**src/rtl/uart_lc_pkg.sv**
```systemverilog
package uart_lc_pkg;

  typedef struct packed {
    logic [3:0] data_bits;
    logic       parity_en;
    logic [1:0] stop_bits;
  } frame_fmt_t;

  // Bit times in one frame: start + data + optional parity + stop.
  function automatic logic [4:0] frame_bit_count(input frame_fmt_t f);
    frame_bit_count = 5'd1 + {1'b0, f.data_bits} + {4'b0, f.parity_en}
                      + {3'b0, f.stop_bits};
  endfunction

endpackage

```
**src/rtl/lc_line_sync.sv**
```systemverilog
module lc_line_sync #(
  parameter int STAGES = 2
) (
  input  logic clk,
  input  logic rst,
  input  logic line_in,
  input  logic invert,
  output logic lvl,
  output logic rise,
  output logic fall
);
  logic [STAGES-1:0] chain;
  logic              lvl_q;

  // Inversion is applied ahead of the chain so that every later stage sees a
  // line whose idle level is high.
  generate
    for (genvar i = 0; i < STAGES; i++) begin : g_stage
      always_ff @(posedge clk) begin
        if (rst) chain[i] <= 1'b1;
        else if (i == 0) chain[i] <= line_in ^ invert;
        else chain[i] <= chain[(i == 0) ? 0 : i-1];
      end
    end
  endgenerate

  always_ff @(posedge clk) begin
    if (rst) lvl_q <= 1'b1;
    else     lvl_q <= chain[STAGES-1];
  end

  assign lvl  = chain[STAGES-1];
  assign rise = lvl & ~lvl_q;
  assign fall = ~lvl & lvl_q;

endmodule

```
**src/rtl/lc_frame_len.sv**
```systemverilog
module lc_frame_len
  import uart_lc_pkg::*;
#(
  parameter int CPB_W  = 16,
  parameter int FRAC_W = 4,
  localparam int FL_W  = CPB_W + 5,
  localparam int PW    = 5 + CPB_W + FRAC_W
) (
  input  logic              clk,
  input  logic              rst,
  input  logic              load,
  input  frame_fmt_t        fmt,
  input  logic [CPB_W-1:0]  cpb,
  input  logic [FRAC_W-1:0] cpb_frac,
  output logic [FL_W-1:0]   flen_q
);
  logic [4:0]      nbits;
  logic [PW-1:0]   prod;
  logic [FL_W-1:0] whole;
  logic            has_frac;

  always_comb begin
    nbits    = frame_bit_count(fmt);
    prod     = PW'(nbits) * PW'({cpb, cpb_frac});
    whole    = prod[PW-1:FRAC_W];
    has_frac = |prod[FRAC_W-1:0];
  end

  // Capture only while the line is high, so a threshold never moves under a
  // low period that is being measured.
  always_ff @(posedge clk) begin
    if (rst || load) flen_q <= whole + FL_W'(has_frac);
  end

  AST_CFG_HELD_WHILE_LOW: assert property (@(posedge clk) disable iff (rst)
    !load |=> $stable(flen_q));

endmodule

```
**src/rtl/lc_low_track.sv**
```systemverilog
module lc_low_track #(
  parameter int CNT_W = 21
) (
  input  logic             clk,
  input  logic             rst,
  input  logic             lvl,
  input  logic             rise,
  input  logic             fall,
  input  logic [CNT_W-1:0] flen,
  output logic             brk_o,
  output logic             restart_o
);
  localparam logic [CNT_W-1:0] CMAX = '1;

  logic [CNT_W-1:0] low_cnt;
  logic             armed;

  always_ff @(posedge clk) begin
    if (rst) begin
      low_cnt   <= '0;
      armed     <= 1'b0;
      brk_o     <= 1'b0;
      restart_o <= 1'b0;
    end else begin
      brk_o     <= 1'b0;
      restart_o <= 1'b0;
      if (fall) begin
        low_cnt <= CNT_W'(1);
        armed   <= 1'b1;
      end else if (!lvl) begin
        if (low_cnt != CMAX) low_cnt <= low_cnt + CNT_W'(1);
      end else if (rise) begin
        if (armed && (low_cnt >= flen)) begin
          brk_o     <= 1'b1;
          restart_o <= 1'b1;
        end
        armed <= 1'b0;
      end
    end
  end

  AST_LOW_SATURATES: assert property (@(posedge clk) disable iff (rst)
    (low_cnt == CMAX) && !lvl && !fall |=> (low_cnt == CMAX));
  AST_BREAK_AFTER_RISE: assert property (@(posedge clk) disable iff (rst)
    brk_o |-> $past(rise));
  AST_BREAK_ONE_CYCLE: assert property (@(posedge clk) disable iff (rst)
    brk_o |=> !brk_o);

endmodule

```
**src/rtl/lc_high_track.sv**
```systemverilog
module lc_high_track #(
  parameter int CNT_W = 21
) (
  input  logic             clk,
  input  logic             rst,
  input  logic             lvl,
  input  logic [CNT_W-1:0] flen,
  output logic             idle_o
);
  localparam logic [CNT_W-1:0] CMAX = '1;

  logic [CNT_W-1:0] high_cnt;
  logic             running;

  always_ff @(posedge clk) begin
    if (rst) begin
      high_cnt <= '0;
      running  <= 1'b0;
      idle_o   <= 1'b0;
    end else begin
      idle_o <= 1'b0;
      if (!lvl) begin
        running <= 1'b0;
      end else if (!running) begin
        running  <= 1'b1;
        high_cnt <= CNT_W'(1);
      end else if (high_cnt >= flen) begin
        idle_o   <= 1'b1;
        high_cnt <= CNT_W'(1);
      end else if (high_cnt != CMAX) begin
        high_cnt <= high_cnt + CNT_W'(1);
      end
    end
  end

  AST_NO_IDLE_AFTER_LOW: assert property (@(posedge clk) disable iff (rst)
    !lvl |=> !idle_o);

endmodule

```
**src/rtl/uart_line_watch.sv**
```systemverilog
module uart_line_watch
  import uart_lc_pkg::*;
#(
  parameter int CPB_W       = 16,
  parameter int FRAC_W      = 4,
  parameter int SYNC_STAGES = 2,
  localparam int CNT_W      = CPB_W + 5
) (
  input  logic              clk,
  input  logic              rst,
  input  logic              rx_line,
  input  logic              cfg_invert,
  input  logic [3:0]        cfg_data_bits,
  input  logic              cfg_parity_en,
  input  logic [1:0]        cfg_stop_bits,
  input  logic [CPB_W-1:0]  cfg_cpb,
  input  logic [FRAC_W-1:0] cfg_cpb_frac,
  output logic              break_pulse,
  output logic              idle_pulse,
  output logic              rx_restart
);
  frame_fmt_t       fmt;
  logic             lvl, rise, fall;
  logic [CNT_W-1:0] flen;

  assign fmt = '{data_bits: cfg_data_bits, parity_en: cfg_parity_en,
                 stop_bits: cfg_stop_bits};

  lc_line_sync #(.STAGES(SYNC_STAGES)) u_sync (
    .clk(clk), .rst(rst), .line_in(rx_line), .invert(cfg_invert),
    .lvl(lvl), .rise(rise), .fall(fall)
  );

  lc_frame_len #(.CPB_W(CPB_W), .FRAC_W(FRAC_W)) u_flen (
    .clk(clk), .rst(rst), .load(lvl), .fmt(fmt), .cpb(cfg_cpb),
    .cpb_frac(cfg_cpb_frac), .flen_q(flen)
  );

  lc_low_track #(.CNT_W(CNT_W)) u_low (
    .clk(clk), .rst(rst), .lvl(lvl), .rise(rise), .fall(fall), .flen(flen),
    .brk_o(break_pulse), .restart_o(rx_restart)
  );

  lc_high_track #(.CNT_W(CNT_W)) u_high (
    .clk(clk), .rst(rst), .lvl(lvl), .flen(flen), .idle_o(idle_pulse)
  );

  AST_NO_BREAK_WHILE_LOW: assert property (@(posedge clk) disable iff (rst)
    !lvl |=> !break_pulse);
  AST_RESTART_MATCHES_BREAK: assert property (@(posedge clk) disable iff (rst)
    rx_restart |-> break_pulse);

endmodule

```
**config.mk**
```make
export PLATFORM = sky130hd
export DESIGN_NAME = uart_line_watch
export DESIGN_NICKNAME = d
export VERILOG_FILES = /design/src/rtl/uart_lc_pkg.sv /design/src/rtl/lc_line_sync.sv /design/src/rtl/lc_frame_len.sv /design/src/rtl/lc_low_track.sv /design/src/rtl/lc_high_track.sv /design/src/rtl/uart_line_watch.sv
export SDC_FILE = /design/constraint.sdc
export NUM_CORES = 1
export LEC_CHECK = 0
export ABC_CLOCK_PERIOD_IN_PS = 7300
export CAP_MARGIN = 20
export CORE_UTILIZATION = 57
export CTS_CLUSTER_DIAMETER = 150
export DETAILED_ROUTE_END_ITERATION = 8
export GPL_ROUTABILITY_DRIVEN = 0
export GPL_TIMING_DRIVEN = 0
export PLACE_DENSITY = 0.8
export SYNTH_ARGS = -nofsm -noshare
export SYNTH_HDL_FRONTEND = slang
export SYNTH_SLANG_ARGS = --single-unit
export TNS_END_PERCENT = 10
```
**constraint.sdc**
```tcl
create_clock -name clk -period 7.3 [get_ports clk]
set_clock_uncertainty 0.15 [all_clocks]
set_input_delay 1.46 -clock clk [delete_from_list [all_inputs] [get_ports clk]]
set_output_delay 1.46 -clock clk [all_outputs]
set_load 0.005 [all_outputs]
```
==> load_flow_metrics.sql, run 1 <==
INSERT INTO impl_metrics (metric_group, metric, value, unit) VALUES
('global_route', 'grt_first_pass_wirelength', '30500', 'microns'),
('critical_path', 'critical_path_source_type', 'input port', ''),
('pwr', 'ir_drop', '228', 'uV'),
('yosys', 'synth_edf_count', '21', ''),
('cells_and_area', 'final.fill_count', '1003', ''),
('routing', 'post_drt_via_cell_ratio', '5.78', ''),
('pwr', 'power.static_leakage', '4.09', 'nW'),
('hold_path', 'hold_depth', '1', ''),
('critical_path', 'worst-setup-path-type', 'in -> reg', ''),
('critical_path', 'cp_data_required_time', '7.23', 'ns'),
('routing', 'drc', '0', ''),
('clocking', 'cts.sink_count', '70', ''),
('cells_and_area', 'nNetsFinal', '1146', ''),
('global_route', 'grt_use_met2', '0.467', ''),
('yosys', 'seq_area_frac_synth', '0.206', ''),
('timing', 'setup_repair_after_global_routing_missed_its_margin', 'yes', ''),
('routing', 'drc_violation_total_after_the_first_tritonroute_iteration', '407', ''),
('global_route', 'pin_count_of_the_biggest_net_entering_global_routing', '22', ''),
('yosys', 'async_flop_share', '0', ''),
('timing', 'timing.setup.tns', '-0.240', 'ns'),
('global_route', 'number_of_antenna_violations_at_the_first_check_in_global_routing', '0', ''),
('die', 'placement_rows', '42', ''),
('die', 'width_of_the_chip', '119', 'microns'),
('hold_path', 'worst_hold_path_type', 'reg -> reg', ''),
('cells_and_area', 'post-route-util', '0.692', ''),
('clocking', 'clock_tree_root_driver_cell', 'clkbuf_16', ''),
('cells_and_area', 'n_antenna_cell', '0', ''),
('timing', 'timing.fmax', '135', 'MHz'),
('yosys', 'synth_area', '7830', 'sq um'),
('timing', 'final-hold-violation-count', '0', ''),
('routing', 'vias', '6676', ''),
('yosys', 'postSynthRegisterBits', '70', ''),
('die', 'die_h', '119', 'microns'),
('yosys', 'post_synth.cell_area_avg', '8.65', 'sq um'),
('timing', 'worst_slack', '-0.113', 'ns'),
('clocking', 'maximum_level_of_the_cts_h_tree', '3', ''),
('critical_path', 'ff2ff_path_depth', '13', ''),
('die', 'start_util', '0.589', ''),
('clocking', 'cts_max_path_buffers', '2', ''),
('yosys', 'syn_inst', '905', ''),
('yosys', 'synth_fp_nets', '1077', ''),
('critical_path', 'crit_arrival', '7.35', 'ns'),
('clocking', 'clock_slew_at_reported_path_ffs', '0.06', 'ns'),
('place', 'dp_hpwl', '13100', 'microns'),
('yosys', 'synthFlopType', 'dfxtp_1', ''),
('cells_and_area', 'ff_latch_area', '1610', 'sq um'),
('global_route', 'gr-total-overflow', '0', ''),
('place', 'io_buffer_count', '33', ''),
('pwr', 'pwr_density_cell', '392', 'nW/um^2'),
('timing', 'slew_viol_final', '0', ''),
('timing', 'final_setup_violations', '6', ''),
('global_route', 'first_global_vias', '6593', ''),
('routing', 'drt_pass1_iterations', '7', ''),
('die', 'core-area', '13300', 'sq um'),
('die', 'die_area', '14200', 'sq um'),
('cells_and_area', 'drive_gt1_frac', '0.122', ''),
('yosys', 'post_synth_num_cell_types', '76', ''),
('critical_path', 'critPathMaxFanout', '10', ''),
('clocking', 'hold_buffers', '0', ''),
('timing', 'max_slew.worst_pin.slew', '0.608', 'ns'),
('global_route', 'gr_util_met3', '0.0273', ''),
('job', 'drv_cap', '0', ''),
('timing', 'holdWs', '0.254', 'ns'),
('status', 'failing_checks', 'setup timing', ''),
('global_route', 'grtUsageTotal', '0.265', ''),
('global_route', 'busiest_metal_layer_after_global_routing', 'met2', ''),
('critical_path', 'endpoint_kind', 'flop', ''),
('routing', 'route.antenna.remaining_nets', '0', ''),
('status', 'status', 'finished, violations left', ''),
('global_route', 'grtUsageMet1', '0.329', ''),
('clocking', 'cts_tree', 'yes', ''),
('routing', 'wl_per_cell', '15.7', 'microns'),
('timing', 'timing.max_slew.rel_slack', '0.591', ''),
('clocking', 'clk-insertion-delay-late', '0.33', 'ns'),
('cells_and_area', 'synthToLayoutAreaGrowth', '17.5', '%'),
('routing', 'route.final.wire_length', '18100', 'microns'),
('yosys', 'ys_warn_count', '0', ''),
('die', 'io-pin-count', '34', ''),
('timing', 'min_period', '7.41', 'ns'),
('cells_and_area', 'multi_input_area', '6000', 'sq um'),
('clocking', 'cts-buffers-inserted', '9', ''),
('timing', 'timing.final.crit_share', '1.02', '');
## cell type report
class                   instances  share of cell area
plain buffers                  30              0.0188
clock buffers                  12              0.0280
clock inverters                 4             0.00218
inverters                     105              0.0429
multi-input cells             700               0.653
flip-flops and latches         70               0.175
well taps                     176              0.0239
repair buffers                 58              0.0563
## kinds of logic (layout without fill, tap and decap cells)
logic type                 count (synthesis)  count (layout)  share of synthesized area
AOI/OAI and AO/OA                        172             172                      0.147
xor gates and xnor gates                  58              58                     0.0682
adders and majority gates                141             141                      0.278
buffers and inverters                    135             209                     0.0666
DFF                                       70              70                      0.206
muxes                                      2               2                    0.00256
and+or+nand+nor                          327             327                      0.231
## flip-flops by register name, summed over array words and instances, names as in the netlist
register and count:
u_low.armed 1, u_sync.lvl_q 1, u_sync.chain 1, u_high.idle_o 1
u_flen.flen_q 21, u_low.low_cnt 21, u_high.running 1, u_sync.lvl 1
u_high.high_cnt 21, u_low.brk_o 1
## power by group
part	total (mW)	switching, mW	internal [mW]
Sequential	0.549	0.0184	0.530
Combinational	2.65	1.52	1.13
Clock	0.406	0.158	0.248
## layer usage
layer | part of all wire | vias to the layer above
met5 | 0 | -
met4 | 0.032 | 0
met3 | 0.043 | 51
met2 | 0.51 | 218
met1 | 0.42 | 3167
li1 | - | 3240
## critical path, cell delays in order
cell and delay (ns):
clkdlybuf4s50_1 0.45, inv_1 0.04, ha_1 0.27, inv_1 0.06, ha_2 0.18, inv_1 0.05, fa_2 0.34, xnor2_1 0.24
clkbuf_4 0.24, and2_1 0.15, fa_1 0.44, fa_1 0.54, inv_1 0.05, fa_1 0.53, inv_1 0.07, ha_4 0.31
o21a_1 0.23, buf_4 0.15, o31a_1 0.24, o21ai_4 0.13, xnor2_1 0.34, and4_4 0.34, nand3b_4 0.11, nor4_4 0.29
xnor2_1 0.09
## repair_timing
item	CTS	global route
endpoints found under the hold margin	0	0
setup endpoints to repair	12	11
pin swaps	31	5
buffers inserted	23	1
resized for setup	62	9
gates cloned	1	0
## through the flow
stage	cell area, sq um	setup WS [ns]	power (mW)	std cells
final	9200	-0.113	3.61	1155
after global routing	9200	-0.440	3.89	1155
after CTS	9150	-0.00160	3.43	1154
after detailed placement	8380	-0.957	2.58	1114
after global placement	8380	-0.894	2.53	1114
after floorplan	7830	0.163	2.21	905
## worst paths after layout
check | slack [ns] | startpoint | to
worst max-delay path | -0.11 | cfg_data_bits[0] | u_flen.flen_q[20]
worst min-delay path | 0.25 | u_sync.chain[0] | u_sync.lvl
worst max register to register | 3.90 | u_high.high_cnt[0] | u_high.high_cnt[7]
worst min register to register | 0.25 | u_sync.chain[0] | u_sync.lvl
## cells in the final DEF (no fill, tap or decap), drive strengths merged, types with 3 or more instances in the layout
master         count
a211oi             9
a21o              20
a21oi             54
a31oi              4
a41oi              4
and2              58
and3              12
and4               9
buf               28
clkbuf            39
clkdlybuf4s50     33
clkinv             3
dfxtp             49
edfxtp            21
fa                55
ha                86
inv              105
nand2             70
nand2b             9
nand3             22
nand3b             5
nand4             17
nand4b             4
nor2              60
nor2b             24
nor3              14
nor4               5
o211a              3
o211ai             9
o21a               5
o21ai             39
o31ai              3
or2                6
or3                8
xnor2             28
xor2              30
## cells in the mapped netlist (8+ instances only)
cell        n  share of area
and3_1     11         0.0088
nor2_1     58          0.028
nand2b_1    9         0.0072
a21oi_1    53          0.034
a21o_1     19          0.018
o21ai_1     8         0.0051
nor3_1     10         0.0064
ha_1       86           0.14
or3_1       8         0.0064
nand4_1    15          0.012
o21ai_0    31          0.020
xor2_1     29          0.032
a211oi_1    9         0.0086
inv_1     105          0.050
edfxtp_1   21          0.081
nor2b_1    24          0.019
o211ai_1    9         0.0086
dfxtp_1    49           0.13
fa_1       55           0.14
clkbuf_1   24          0.012
nand2_1    70          0.034
xnor2_1    27          0.030
nand3_1    22          0.014
and2_1     58          0.046
Note: power is estimated with default switching activity, not from simulation.
==> inputs of run 2 (changes only) <==
Settings changed: ABC_AREA from default to 1, CORE_UTILIZATION 57 to 60, DONT_BUFFER_PORTS from default to 1.
==> run 2 against run 1 <==
  * The flow now finishes without violations
  * Sequential share of layout area about the same
  * Worst setup slack improved by 0.47 ns
  * Hold slack improved by 0.012 ns
  * Sequential power about the same
  * Final area about the same
  * Count of clock-buffer cells in the layout unchanged
  * Combinational power decreased by 17%
  * Core utilization decreased by 3.0 points
  * Largest power group unchanged
==> load_flow_metrics.sql, run 2 <==
INSERT INTO impl_metrics (metric_group, metric, value, unit) VALUES
('job', 'drv_cap', '0', ''),
('hold_path', 'worst_hold_path_type', 'reg -> reg', ''),
('clocking', 'cts.sink_count', '70', ''),
('yosys', 'post_synth.cell_area_avg', '6.64', 'sq um'),
('cells_and_area', 'post-route-util', '0.662', ''),
('timing', 'timing.fmax', '144', 'MHz'),
('clocking', 'clock_slew_at_reported_path_ffs', '0.05', 'ns'),
('timing', 'holdWs', '0.266', 'ns'),
('cells_and_area', 'drive_gt1_frac', '0.0605', ''),
('place', 'io_buffer_count', '0', ''),
('routing', 'drc', '0', ''),
('yosys', 'async_flop_share', '0', ''),
('global_route', 'gr-total-overflow', '0', ''),
('yosys', 'postSynthRegisterBits', '70', ''),
('timing', 'timing.setup.tns', '0', 'ns'),
('die', 'width_of_the_chip', '121', 'microns'),
('critical_path', 'worst-setup-path-type', 'in -> reg', ''),
('critical_path', 'crit_arrival', '6.89', 'ns'),
('global_route', 'grtUsageTotal', '0.292', ''),
('timing', 'setup_repair_after_global_routing_missed_its_margin', 'no', ''),
('yosys', 'synthFlopType', 'dfxtp_1', ''),
('yosys', 'syn_inst', '1288', ''),
('clocking', 'clock_tree_root_driver_cell', 'clkbuf_16', ''),
('timing', 'final-hold-violation-count', '0', ''),
('critical_path', 'critPathMaxFanout', '10', ''),
('clocking', 'cts_tree', 'yes', ''),
('die', 'core-area', '13900', 'sq um'),
('yosys', 'synth_edf_count', '21', ''),
('clocking', 'cts_max_path_buffers', '2', ''),
('clocking', 'cts-buffers-inserted', '9', ''),
('yosys', 'synth_area', '8560', 'sq um'),
('die', 'die_area', '14700', 'sq um'),
('timing', 'final_setup_violations', '0', ''),
('yosys', 'ys_warn_count', '0', ''),
('cells_and_area', 'fin_cells', '1486', ''),
('routing', 'drt_pass1_iterations', '5', ''),
('critical_path', 'cpMaxStageDelayCell', 'fa_1', ''),
('routing', 'vias', '7879', ''),
('clocking', 'maximum_level_of_the_cts_h_tree', '3', ''),
('pwr', 'pwr_density_cell', '349', 'nW/um^2'),
('routing', 'post_drt_via_cell_ratio', '5.30', ''),
('global_route', 'pin_count_of_the_biggest_net_entering_global_routing', '22', ''),
('critical_path', 'cp_data_required_time', '7.25', 'ns'),
('die', 'die_h', '121', 'microns'),
('pwr', 'power.static_leakage', '4.78', 'nW'),
('critical_path', 'endpoint_kind', 'flop', ''),
('routing', 'route.final.wire_length', '20000', 'microns'),
('critical_path', 'critical_path_source_type', 'input port', ''),
('global_route', 'grt_first_pass_wirelength', '34200', 'microns'),
('timing', 'slew_viol_final', '0', ''),
('routing', 'wl_per_cell', '13.5', 'microns'),
('global_route', 'number_of_antenna_violations_at_the_first_check_in_global_routing', '0', ''),
('yosys', 'seq_area_frac_synth', '0.188', ''),
('critical_path', 'crit_path_max_incr_delay', '0.55', 'ns'),
('timing', 'min_period', '6.95', 'ns'),
('routing', 'route.antenna.remaining_nets', '0', ''),
('die', 'io-pin-count', '34', ''),
('cells_and_area', 'nNetsFinal', '1473', ''),
('yosys', 'synth_top_cells_by_count', 'nand2_1 (312), inv_1 (249), nor2_1 (188), ha_1 (86), nand3_1 (65)', ''),
('routing', 'drc_violation_total_after_the_first_tritonroute_iteration', '660', ''),
('timing', 'timing.final.crit_share', '0.951', ''),
('cells_and_area', 'final_cell_mix', 'nand2_1 (310), inv_1 (249), nor2_1 (183)', ''),
('place', 'dpl-instance-area', '8780', 'sq um'),
('cells_and_area', 'synthToLayoutAreaGrowth', '7.37', '%'),
('die', 'placement_rows', '43', ''),
('place', 'numPlacedInstances', '1468', ''),
('global_route', 'first_global_vias', '7553', ''),
('clocking', 'hold_buffers', '0', ''),
('yosys', 'yosysTopAreaCell', 'nand2_1', ''),
('yosys', 'post-synth-top-area-fraction', '0.137', ''),
('cells_and_area', 'mostFrequentLayoutCell', 'nand2_1', ''),
('cells_and_area', 'layout_top_registers', 'u_flen.flen_q: 21 flops, u_high.high_cnt: 21 flops, u_low.low_cnt: 21 flops', ''),
('status', 'status', 'complete, no violations', ''),
('die', 'start_util', '0.617', ''),
('timing', 'max_slew.worst_pin.slew', '0.864', 'ns'),
('timing', 'timing.max_slew.rel_slack', '0.423', ''),
('yosys', 'post_synth_num_cell_types', '42', ''),
('pwr', 'ir_drop', '195', 'uV'),
('place', 'dp_hpwl', '16200', 'microns'),
('yosys', 'yosysMostFrequentCell', 'nand2_1', ''),
('clocking', 'clk-insertion-delay-late', '0.34', 'ns'),
('cells_and_area', 'n_antenna_cell', '0', ''),
('yosys', 'synth_fp_nets', '1460', ''),
('yosys', 'top_cells_by_area_synth', 'nand2_1 (14%), fa_1 (13%), ha_1 (13%)', ''),
('cells_and_area', 'finish.instance_area', '9190', 'sq um');
-- run 2: cell count changes after synthesis, sizes merged, moves of 20 or more --
| cell | change |
|---|---|
| nor2b | -24 |
| and2 | -57 |
| inv | +151 |
| nand3 | +46 |
| nand2 | +253 |
| a21o | -20 |
| xnor2 | -20 |
| nor2 | +138 |
-- run 2: report_power, final --
group          switching (mW)  total (mW)  internal [mW]
clock                   0.163       0.446          0.283
combinational            1.46        2.21          0.753
sequential             0.0242       0.549          0.525
total                    1.64        3.20           1.56
-- run 2: critical path: cells and delay by family --
family | cells | cell delay (ns)
buf+inv | 8 | 0.73
simple gates | 13 | 1.75
fa+ha+maj | 7 | 2.75
xor+xnor | 1 | 0.21
-- run 2: path summary, 6_finish.rpt --
path                            start                 end  slack, ns  cells past startpoint
hold / removal        u_sync.chain[0]          u_sync.lvl       0.27                      1
hold reg to reg       u_sync.chain[0]          u_sync.lvl       0.27                      1
setup reg to reg  u_high.high_cnt[10]  u_high.high_cnt[7]       4.63                     11
setup / recovery     cfg_data_bits[0]   u_flen.flen_q[17]       0.35                     29
-- run 2: metrics by stage --
step / setup WS (ns) / total power, mW
3_3_place_gp: -0.494 / 2.63
2_1_floorplan: 0.504 / 2.25
4_1_cts: 0.0329 / 3.14
5_1_grt: 0.00591 / 3.58
6_report: 0.354 / 3.20
3_5_place_dp: -0.655 / 2.68
-- run 2: logic make-up (layout without fill, tap and decap cells) --
family | Yosys count | after routing | share of synthesized area
buf+inv | 279 | 297 | 0.126
simple gates | 669 | 669 | 0.340
fa+ha+maj | 141 | 141 | 0.254
flops | 70 | 70 | 0.188
compound gates | 102 | 102 | 0.0640
xor+xnor | 27 | 27 | 0.0276
-- run 2: metal layers --
metal,global-route usage,routed length (microns)
met5,0,0
met1,0.382,9140
met3,0.0606,1430
met2,0.498,9260
met4,0.0525,172
-- run 2: repair_timing --
item,CTS,global route
buffers inserted,0,2
pin swaps,0,2
gates resized for setup,4,26
setup endpoints to repair,10,13
endpoints found under the hold margin,0,0
-- run 2: final cells by class --
type / count / area (sq um)
Buffer: 19 / 111
Sequential cell: 70 / 1610
Multi-Input combinational cell: 939 / 5940
Clock buffer: 12 / 258
Tap cell: 180 / 225
Timing Repair Buffer: 2 / 15.0
Inverter: 260 / 980
Fill cell: 1243 / 4690
Clock inverter: 4 / 45.0
==> inputs of run 3 (changes only) <==
Settings changed: GPL_ROUTABILITY_DRIVEN 0 to default.
==> results of run 3 <==
The final DEF is identical to that of run 2; final timing and power are the same.
